File: config.mk
export PLATFORM = sky130hd
export DESIGN_NAME = split_nibble_alu
export DESIGN_NICKNAME = d
export VERILOG_FILES = /design/src/rtl/split_alu_pkg.sv /design/src/rtl/alu_op_decode.sv /design/src/rtl/nib_slice.sv /design/src/rtl/split_nibble_alu.sv
export SDC_FILE = /design/constraint.sdc
export NUM_CORES = 1
export LEC_CHECK = 0
export ABC_AREA = 1
export CAP_MARGIN = 20
export CORE_MARGIN = 3
export CORE_UTILIZATION = 47
export DETAILED_ROUTE_END_ITERATION = 10
export PLACE_DENSITY = 0.87
export SETUP_SLACK_MARGIN = 0.4
export SKIP_LAST_GASP = 1
export SLEW_MARGIN = 30
export SYNTH_ARGS = -nofsm -noshare
export SYNTH_HDL_FRONTEND = slang
export SYNTH_SLANG_ARGS = --single-unit
File: constraint.sdc
create_clock -name clk -period 6.6 [get_ports clk]
set_input_delay 0.99 -clock clk [delete_from_list [all_inputs] [get_ports clk]]
set_output_delay 0.99 -clock clk [all_outputs]
set_load 0.02 [all_outputs]
File: src/rtl/split_alu_pkg.sv
package split_alu_pkg;

    localparam int NIB_W  = 4;
    localparam int BYTE_W = 2 * NIB_W;
    localparam int BCD_MAX = 9;

    typedef enum logic [3:0] {
        OP_ADC = 4'h0, OP_SBC = 4'h1, OP_CMP = 4'h2, OP_AND = 4'h3,
        OP_ORA = 4'h4, OP_EOR = 4'h5, OP_BIT = 4'h6, OP_INC = 4'h7,
        OP_DEC = 4'h8, OP_ASL = 4'h9, OP_LSR = 4'hA, OP_ROL = 4'hB,
        OP_ROR = 4'hC, OP_SPD = 4'hD, OP_SPE = 4'hE, OP_SPF = 4'hF
    } alu_op_e;

    typedef enum logic [2:0] {
        K_ADD, K_SUB, K_AND, K_OR, K_XOR, K_SHL, K_SHR, K_PASS
    } slice_kind_e;

    typedef enum logic [1:0] { CS_UP, CS_DN, CS_IN } carry_sel_e;
    typedef enum logic [1:0] { VS_ZERO, VS_SUM, VS_B6 } ovf_sel_e;

    typedef struct packed {
        slice_kind_e         kind;
        logic                bcd;
        logic [BYTE_W-1:0]   opnd;
        logic                chain_in;
        logic                keep_a;
        logic                n_from_b;
        carry_sel_e          csel;
        ovf_sel_e            vsel;
    } alu_ctrl_t;

    function automatic logic [NIB_W:0] dec_fix_add(input logic [NIB_W:0] s);
        logic [NIB_W:0] t;
        if (s > (NIB_W+1)'(BCD_MAX)) begin
            t = s + (NIB_W+1)'(6);
            return {1'b1, t[NIB_W-1:0]};
        end
        return {1'b0, s[NIB_W-1:0]};
    endfunction

    function automatic logic [NIB_W:0] dec_fix_sub(input logic [NIB_W:0] d);
        if (d[NIB_W])
            return d;
        return {1'b0, d[NIB_W-1:0] - NIB_W'(6)};
    endfunction

endpackage

File: src/rtl/alu_op_decode.sv
module alu_op_decode
    import split_alu_pkg::*;
(
    input  logic [3:0]        op_code,
    input  logic [BYTE_W-1:0] opb,
    input  logic              dec_mode,
    input  logic              carry_in,
    output alu_ctrl_t         ctrl
);
    always_comb begin
        ctrl          = '0;
        ctrl.kind     = K_PASS;
        ctrl.opnd     = opb;
        ctrl.chain_in = carry_in;
        ctrl.csel     = CS_IN;
        ctrl.vsel     = VS_ZERO;
        case (alu_op_e'(op_code))
            OP_ADC, OP_SBC: begin
                ctrl.kind = (alu_op_e'(op_code) == OP_ADC) ? K_ADD : K_SUB;
                ctrl.bcd  = dec_mode;
                ctrl.csel = CS_UP;
                ctrl.vsel = dec_mode ? VS_ZERO : VS_SUM;
            end
            OP_CMP: begin
                ctrl.kind     = K_SUB;
                ctrl.chain_in = 1'b1;
                ctrl.keep_a   = 1'b1;
                ctrl.csel     = CS_UP;
            end
            OP_AND: ctrl.kind = K_AND;
            OP_ORA: ctrl.kind = K_OR;
            OP_EOR: ctrl.kind = K_XOR;
            OP_BIT: begin
                ctrl.kind     = K_AND;
                ctrl.keep_a   = 1'b1;
                ctrl.n_from_b = 1'b1;
                ctrl.vsel     = VS_B6;
            end
            OP_INC: begin
                ctrl.kind     = K_ADD;
                ctrl.opnd     = '0;
                ctrl.chain_in = 1'b1;
                ctrl.csel     = CS_UP;
            end
            OP_DEC: begin
                ctrl.kind     = K_ADD;
                ctrl.opnd     = '1;
                ctrl.chain_in = 1'b0;
                ctrl.csel     = CS_UP;
            end
            OP_ASL, OP_ROL: begin
                ctrl.kind     = K_SHL;
                ctrl.chain_in = (alu_op_e'(op_code) == OP_ROL) ? carry_in : 1'b0;
                ctrl.csel     = CS_UP;
            end
            OP_LSR, OP_ROR: begin
                ctrl.kind     = K_SHR;
                ctrl.chain_in = (alu_op_e'(op_code) == OP_ROR) ? carry_in : 1'b0;
                ctrl.csel     = CS_DN;
            end
            default: ctrl.keep_a = 1'b1;
        endcase
    end
endmodule

File: src/rtl/nib_slice.sv
module nib_slice
    import split_alu_pkg::*;
(
    input  slice_kind_e       kind,
    input  logic              bcd,
    input  logic [NIB_W-1:0]  a,
    input  logic [NIB_W-1:0]  b,
    input  logic              cin_up,
    input  logic              cin_dn,
    input  logic              zero_in,
    output logic [NIB_W-1:0]  y,
    output logic              c_up,
    output logic              c_dn,
    output logic              zero_out
);
    logic [NIB_W-1:0] bx;
    logic [NIB_W:0]   raw;
    logic [NIB_W:0]   fixed;

    // bit leaving toward the lower slice on a right shift
    assign c_dn = a[0];

    always_comb begin
        bx    = (kind == K_SUB) ? ~b : b;
        raw   = {1'b0, a} + {1'b0, bx} + {{NIB_W{1'b0}}, cin_up};
        fixed = raw;
        if (bcd)
            fixed = (kind == K_SUB) ? dec_fix_sub(raw) : dec_fix_add(raw);
        y    = a;
        c_up = 1'b0;
        case (kind)
            K_ADD, K_SUB: begin
                y    = fixed[NIB_W-1:0];
                c_up = fixed[NIB_W];
            end
            K_AND: y = a & b;
            K_OR:  y = a | b;
            K_XOR: y = a ^ b;
            K_SHL: begin
                y    = {a[NIB_W-2:0], cin_up};
                c_up = a[NIB_W-1];
            end
            K_SHR: y = {cin_dn, a[NIB_W-1:1]};
            default: y = a;
        endcase
        zero_out = zero_in && (y == '0);
    end
endmodule

File: src/rtl/split_nibble_alu.sv
module split_nibble_alu
    import split_alu_pkg::*;
(
    input  logic        clk,
    input  logic        rst,
    input  logic [3:0]  op_code,
    input  logic [7:0]  opa,
    input  logic [7:0]  opb,
    input  logic        dec_mode,
    input  logic        carry_in,
    input  logic        addr_cap,
    output logic [7:0]  result,
    output logic        c_out,
    output logic        z_out,
    output logic        n_out,
    output logic        v_out,
    output logic        addr_carry,
    output logic        branch_sign
);
    localparam int HI = BYTE_W - 1;

    alu_ctrl_t         ctrl;
    logic [NIB_W-1:0]  y_lo, y_hi;
    logic              lo_cup, lo_cdn, hi_cup, hi_cdn;
    logic              lo_zero, hi_zero;
    logic [BYTE_W-1:0] y_all;
    logic              bx_msb;

    alu_op_decode u_dec (
        .op_code  (op_code),
        .opb      (opb),
        .dec_mode (dec_mode),
        .carry_in (carry_in),
        .ctrl     (ctrl)
    );

    // low slice: upward chain enters here, downward chain arrives from high
    nib_slice u_lo (
        .kind     (ctrl.kind),
        .bcd      (ctrl.bcd),
        .a        (opa[NIB_W-1:0]),
        .b        (ctrl.opnd[NIB_W-1:0]),
        .cin_up   (ctrl.chain_in),
        .cin_dn   (hi_cdn),
        .zero_in  (1'b1),
        .y        (y_lo),
        .c_up     (lo_cup),
        .c_dn     (lo_cdn),
        .zero_out (lo_zero)
    );

    // high slice: upward chain arrives from low, downward chain enters here
    nib_slice u_hi (
        .kind     (ctrl.kind),
        .bcd      (ctrl.bcd),
        .a        (opa[BYTE_W-1:NIB_W]),
        .b        (ctrl.opnd[BYTE_W-1:NIB_W]),
        .cin_up   (lo_cup),
        .cin_dn   (ctrl.chain_in),
        .zero_in  (lo_zero),
        .y        (y_hi),
        .c_up     (hi_cup),
        .c_dn     (hi_cdn),
        .zero_out (hi_zero)
    );

    assign y_all       = {y_hi, y_lo};
    assign bx_msb      = (ctrl.kind == K_SUB) ? ~ctrl.opnd[HI] : ctrl.opnd[HI];
    assign result      = ctrl.keep_a ? opa : y_all;
    assign z_out       = hi_zero;
    assign n_out       = ctrl.n_from_b ? opb[HI] : y_all[HI];
    assign branch_sign = opb[HI];

    always_comb begin
        case (ctrl.csel)
            CS_UP:   c_out = hi_cup;
            CS_DN:   c_out = lo_cdn;
            default: c_out = carry_in;
        endcase
        case (ctrl.vsel)
            VS_SUM:  v_out = (opa[HI] == bx_msb) && (y_all[HI] != opa[HI]);
            VS_B6:   v_out = opb[HI-1];
            default: v_out = 1'b0;
        endcase
    end

    always_ff @(posedge clk) begin
        if (rst)
            addr_carry <= 1'b0;
        else if (addr_cap)
            addr_carry <= c_out;
    end

    AST_ZERO_MATCH: assert property (@(posedge clk) disable iff (rst)
        (op_code != OP_CMP && op_code != OP_BIT) |-> (z_out == (result == 8'h00)));
    AST_CMP_KEEP: assert property (@(posedge clk) disable iff (rst)
        (op_code == OP_CMP) |-> (result == opa && c_out == (opa >= opb)));
    AST_DEC_NO_V: assert property (@(posedge clk) disable iff (rst)
        (dec_mode && (op_code == OP_ADC || op_code == OP_SBC)) |-> !v_out);
    AST_INC_WRAP: assert property (@(posedge clk) disable iff (rst)
        (op_code == OP_INC && opa == 8'hFF) |-> (result == 8'h00 && c_out));
    AST_DEC_WRAP: assert property (@(posedge clk) disable iff (rst)
        (op_code == OP_DEC && opa == 8'h00) |-> (result == 8'hFF && !c_out));
    AST_ASL_OUT: assert property (@(posedge clk) disable iff (rst)
        (op_code == OP_ASL) |-> (c_out == opa[7] && !result[0]));
    AST_LSR_OUT: assert property (@(posedge clk) disable iff (rst)
        (op_code == OP_LSR) |-> (c_out == opa[0] && !result[7]));
    AST_ADDR_LOAD: assert property (@(posedge clk) disable iff (rst)
        addr_cap |=> (addr_carry == $past(c_out)));
    AST_ADDR_HOLD: assert property (@(posedge clk) disable iff (rst)
        !addr_cap |=> $stable(addr_carry));
endmodule

==> impl_metrics.tcl, run 1 <==
set metrics [dict create \
    place_area_mm2 0.002618 \
    synth_top_family_by_area "simple AND/OR/NAND/NOR gates" \
    postGrtWorstEndpoint "z_out" \
    rows 21 \
    tool.error "[ERROR GRT-0232] Routing congestion too high. Check the congestion heatmap in the GUI." \
    status "did not finish" \
    yosys-top-cells-count "nand2_1 (102), inv_1 (42), ha_1 (26)" \
    port_buffers 38 \
    netlist_instances 317 \
    synth_area_leaders "nand2_1 (21%), ha_1 (18%), inv_1 (8.8%)" \
    synth_cell_types 37 \
    ys_seq_area_frac 0.01122 \
    grt_max_degree 17 \
    gr-total-overflow 5 \
    die-width_um 67.62 \
    synth_top_area_share 0.2146 \
    synthXorXnorAreaFrac 0.04418 \
    gp_congestion 0.9131 \
    hpwlAfterDp_mm 4.847 \
    syn_avg_cell_area_um2 5.628 \
    groute.usage.overall 0.7010 \
    ys_async_sr_fraction 0 \
    endpoint_type "top-level output" \
    pin_count 39 \
    synth_edf_count 0 \
    synthAdderAreaFrac 0.2272 \
    synthSimpleGateAreaFrac 0.3878 \
    synth-main-ff-cell "dfxtp_1" \
    fp.dieH_um 67.62 \
    synth_compound_area_frac 0.2027 \
    yosys.area.top_type "nand2_1" \
    synthMuxAreaShare 0 \
    syn_area_mm2 0.001784 \
    synth-seq-cells 1 \
    lastStage "global routing (5_1_grt)" \
    synth_nets 372 \
    start_util 0.5106 \
    post-synth-top-count-cell "nand2_1" \
    ys_warn_count 0 \
]
-- through the flow --
stage	hold WS, ns	setup slack [ns]	std cells	TNS [ns]
detailed placement	0.5641	-0.8940	446	-5.043
floorplan	0.6453	0.2405	317	0
CTS	0.5641	0.0005826	482	0
global placement	0.5405	-0.7705	446	-4.263
-- layer usage --
layer	GRT overflow	global-route usage
met1	0	0.6893
met2	2	0.8919
met3	0	0.5291
met4	3	0.7089
met5	0	0.1375
-- cell families after synthesis --
group           count (synthesis)
simple gates                  162
compound gates                 59
xor+xnor                        9
fa+ha+maj                      30
buf+inv                        56
flops                           1
-- timing repair --
action | 4_1_cts
hold buffers | 0
setup endpoints to repair | 7
gates resized for setup | 87
pin swaps | 30
buffers inserted | 36
==> inputs of run 2 (changes only) <==
CORE_UTILIZATION = 35   (was 47)
PLACE_DENSITY = unset   (was 0.87)
PLACE_DENSITY_LB_ADDON = 0.15   (was unset)
SETUP_SLACK_MARGIN = unset   (was 0.4)
clock period = 8.58 ns   (was 6.6 ns; I/O delays follow)
==> run 2 against run 1 <==
  * The flow now finishes without violations
  * Synthesized cell count stayed put
  * Synthesized area stayed put
==> impl_metrics.tcl, run 2 <==
set metrics [dict create \
    status "finished clean" \
    drc 0 \
    finalCriticalPeriod_ns 8.120 \
    cp_slowest_cell "clkdlybuf4s50_1" \
    vias 2103 \
    grt_pass1_wl_mm 9.011 \
    seqPwrFrac 0.027 \
    end_kind "output pin" \
    final_util 0.4771 \
    fin_crit_sh 0.9464 \
    nNetsFinal 416 \
    ctsHoldBuffers 0 \
    synth-seq-cells 1 \
    fp.dieH_um 77.40 \
    required_ns 7.29 \
    ys_async_sr_fraction 0 \
    synth-main-ff-cell "dfxtp_1" \
    p_leak_nw 1.225 \
    die-width_um 77.40 \
    mostFrequentLayoutCell "nand2_1" \
    pin_count 39 \
    gr-total-overflow 0 \
    syn_area_mm2 0.001784 \
    start_util 0.3704 \
    fmax_mhz 123.2 \
    fin_tns_setup_ns 0 \
    hpwlAfterDp_mm 4.553 \
    place_inst 426 \
    drive_gt1_frac 0.08914 \
    skew_ns 0 \
    ir_worst_vdd_v 0.00003381 \
    layout_common_cells "nand2_1 (102), inv_1 (42), clkdlybuf4s50_1 (33)" \
    grt_max_degree 17 \
    clkTransAtPathRegs_ns 0 \
    critPathMaxStageDelay_ns 0.64 \
    holdWs_ns 0.5610 \
    viasPerCell 4.937 \
    core_mm2 0.004817 \
    areaGrowthSynthToFinish_pct 28.82 \
    yosys-top-cells-count "nand2_1 (102), inv_1 (42), ha_1 (26)" \
    critPathArrivalTime_ns 6.83 \
    internal_power_mw 0.08398 \
    drv_cap 0 \
    hp-class "register to register" \
    yosys.area.top_type "nand2_1" \
    clock_latency_ns 0 \
    power-per-cell-area_mw_per_mm2 87.31 \
    first_global_vias 1892 \
    multi_input_area_mm2 0.001543 \
    register_area_um2 20.02 \
    synth_top_area_share 0.2146 \
    post-synth-top-count-cell "nand2_1" \
    rsz0062_at_grt "true" \
    netSwitchingPower_mw 0.1167 \
    antenna_found_initial 0 \
    critPathBufInv 4 \
    p_comb_frac 0.973 \
    r2r_slack_ns 7.93 \
    worst_slew_pin_slew_ns 0.5646 \
    slew_headroom 0.6222 \
    diodes 0 \
    top_register "addr_carry" \
    gp_congestion 0.8899 \
    ys_seq_area_frac 0.01122 \
    rows 25 \
    p_sw_frac 0.5815 \
    ant_nets 0 \
    dieArea_mm2 0.005991 \
    synth_nets 372 \
    synth_area_leaders "nand2_1 (21%), ha_1 (18%), inv_1 (8.8%)" \
    synth_cell_types 37 \
    synth_edf_count 0 \
    groute.usage.overall 0.1840 \
    critPathTopFamily "adder cells" \
    instances_no_fill 426 \
    drtIter0Drc 118 \
    largest_reg_flops 1 \
    wl_mm 5.586 \
    cp-start-kind "input port" \
    hold_violations 0 \
    path_class "input port to output pin" \
    syn_avg_cell_area_um2 5.628 \
    cp_max_fo 6 \
    fillCellCount 523 \
    reg.largest.list "addr_carry (1)" \
    clockPowerShare 0 \
    avgRoutedWirePerCell_um 13.11 \
    setup_violations 0 \
    ys_warn_count 0 \
    first_pass_iters 4 \
    netlist_instances 317 \
    port_buffers 38 \
    drv_slew 0 \
]
-- run 2: cell counts after synthesis --
No cell type changed its count.
-- run 2: metal layers --
metal / global-route usage / vias up / share of wire / wire length [um]
li1: - / 1123 / - / -
met3: 0.008121 / 9 / 0.042 / 233
met1: 0.2595 / 926 / 0.48 / 2676
met5: 0 / - / 0 / 0
met2: 0.3135 / 45 / 0.46 / 2579
met4: 0.03203 / 0 / 0.017 / 97
-- run 2: cell type report --
cell class | instances | area share
inverters | 51 | 0.08329
multi-input cells | 260 | 0.6712
flip-flops and latches | 1 | 0.008710
well taps | 67 | 0.03647
repair buffers | 47 | 0.2003
-- run 2: worst min-delay path, cell delays in order (launching register included) --
cell and delay [ns]:
dfxtp_1 0.30, nor2_1 0.05, nor2_1 0.07, o21ai_1 0.06, inv_1 0.04
-- run 2: repair_timing --
item | 4_1_cts | 5_1_grt
endpoints found under the setup margin | 0 | 6
setup buffers | 0 | 0
gates resized for setup | 0 | 6
-- run 2: power by group through the flow --
stage | logic (mW) | clock network, mW | registers [mW]
2_1_floorplan | 0.131 | 0 | 0.00595
3_3_place_gp | 0.195 | 0 | 0.00540
3_5_place_dp | 0.195 | 0 | 0.00541
4_1_cts | 0.196 | 0 | 0.00539
5_1_grt | 0.222 | 0 | 0.00547
6_report | 0.195 | 0 | 0.00538
-- run 2: logic make-up (layout without fill, tap and decap cells) --
| kind of cell | Yosys count | in the layout | share of synthesized area |
|---|---|---|---|
| buf+inv | 56 | 98 | 0.1269 |
| xor+xnor | 9 | 9 | 0.04418 |
| fa+ha+maj | 30 | 30 | 0.2272 |
| simple gates | 162 | 162 | 0.3878 |
| flops | 1 | 1 | 0.01122 |
| compound gates | 59 | 59 | 0.2027 |
-- run 2: worst paths after layout --
kind,start,to,cells after the start
max,op_code[1],result[5],25
min,addr_carry,addr_carry,4
max reg2reg,addr_carry,addr_carry,4
min reg2reg,addr_carry,addr_carry,4
-- run 2: through the flow --
step / setup slack [ns] / area [um2] / power, mW
CTS: 0.07785 / 2281 / 0.2016
detailed placement: 0.08211 / 2281 / 0.2007
global route: -0.02270 / 2298 / 0.2276
global placement: 0.1847 / 2281 / 0.2005
floorplan: 1.260 / 1784 / 0.1370
finish: 0.4598 / 2298 / 0.2007
Note: power is estimated with default switching activity, not from simulation.
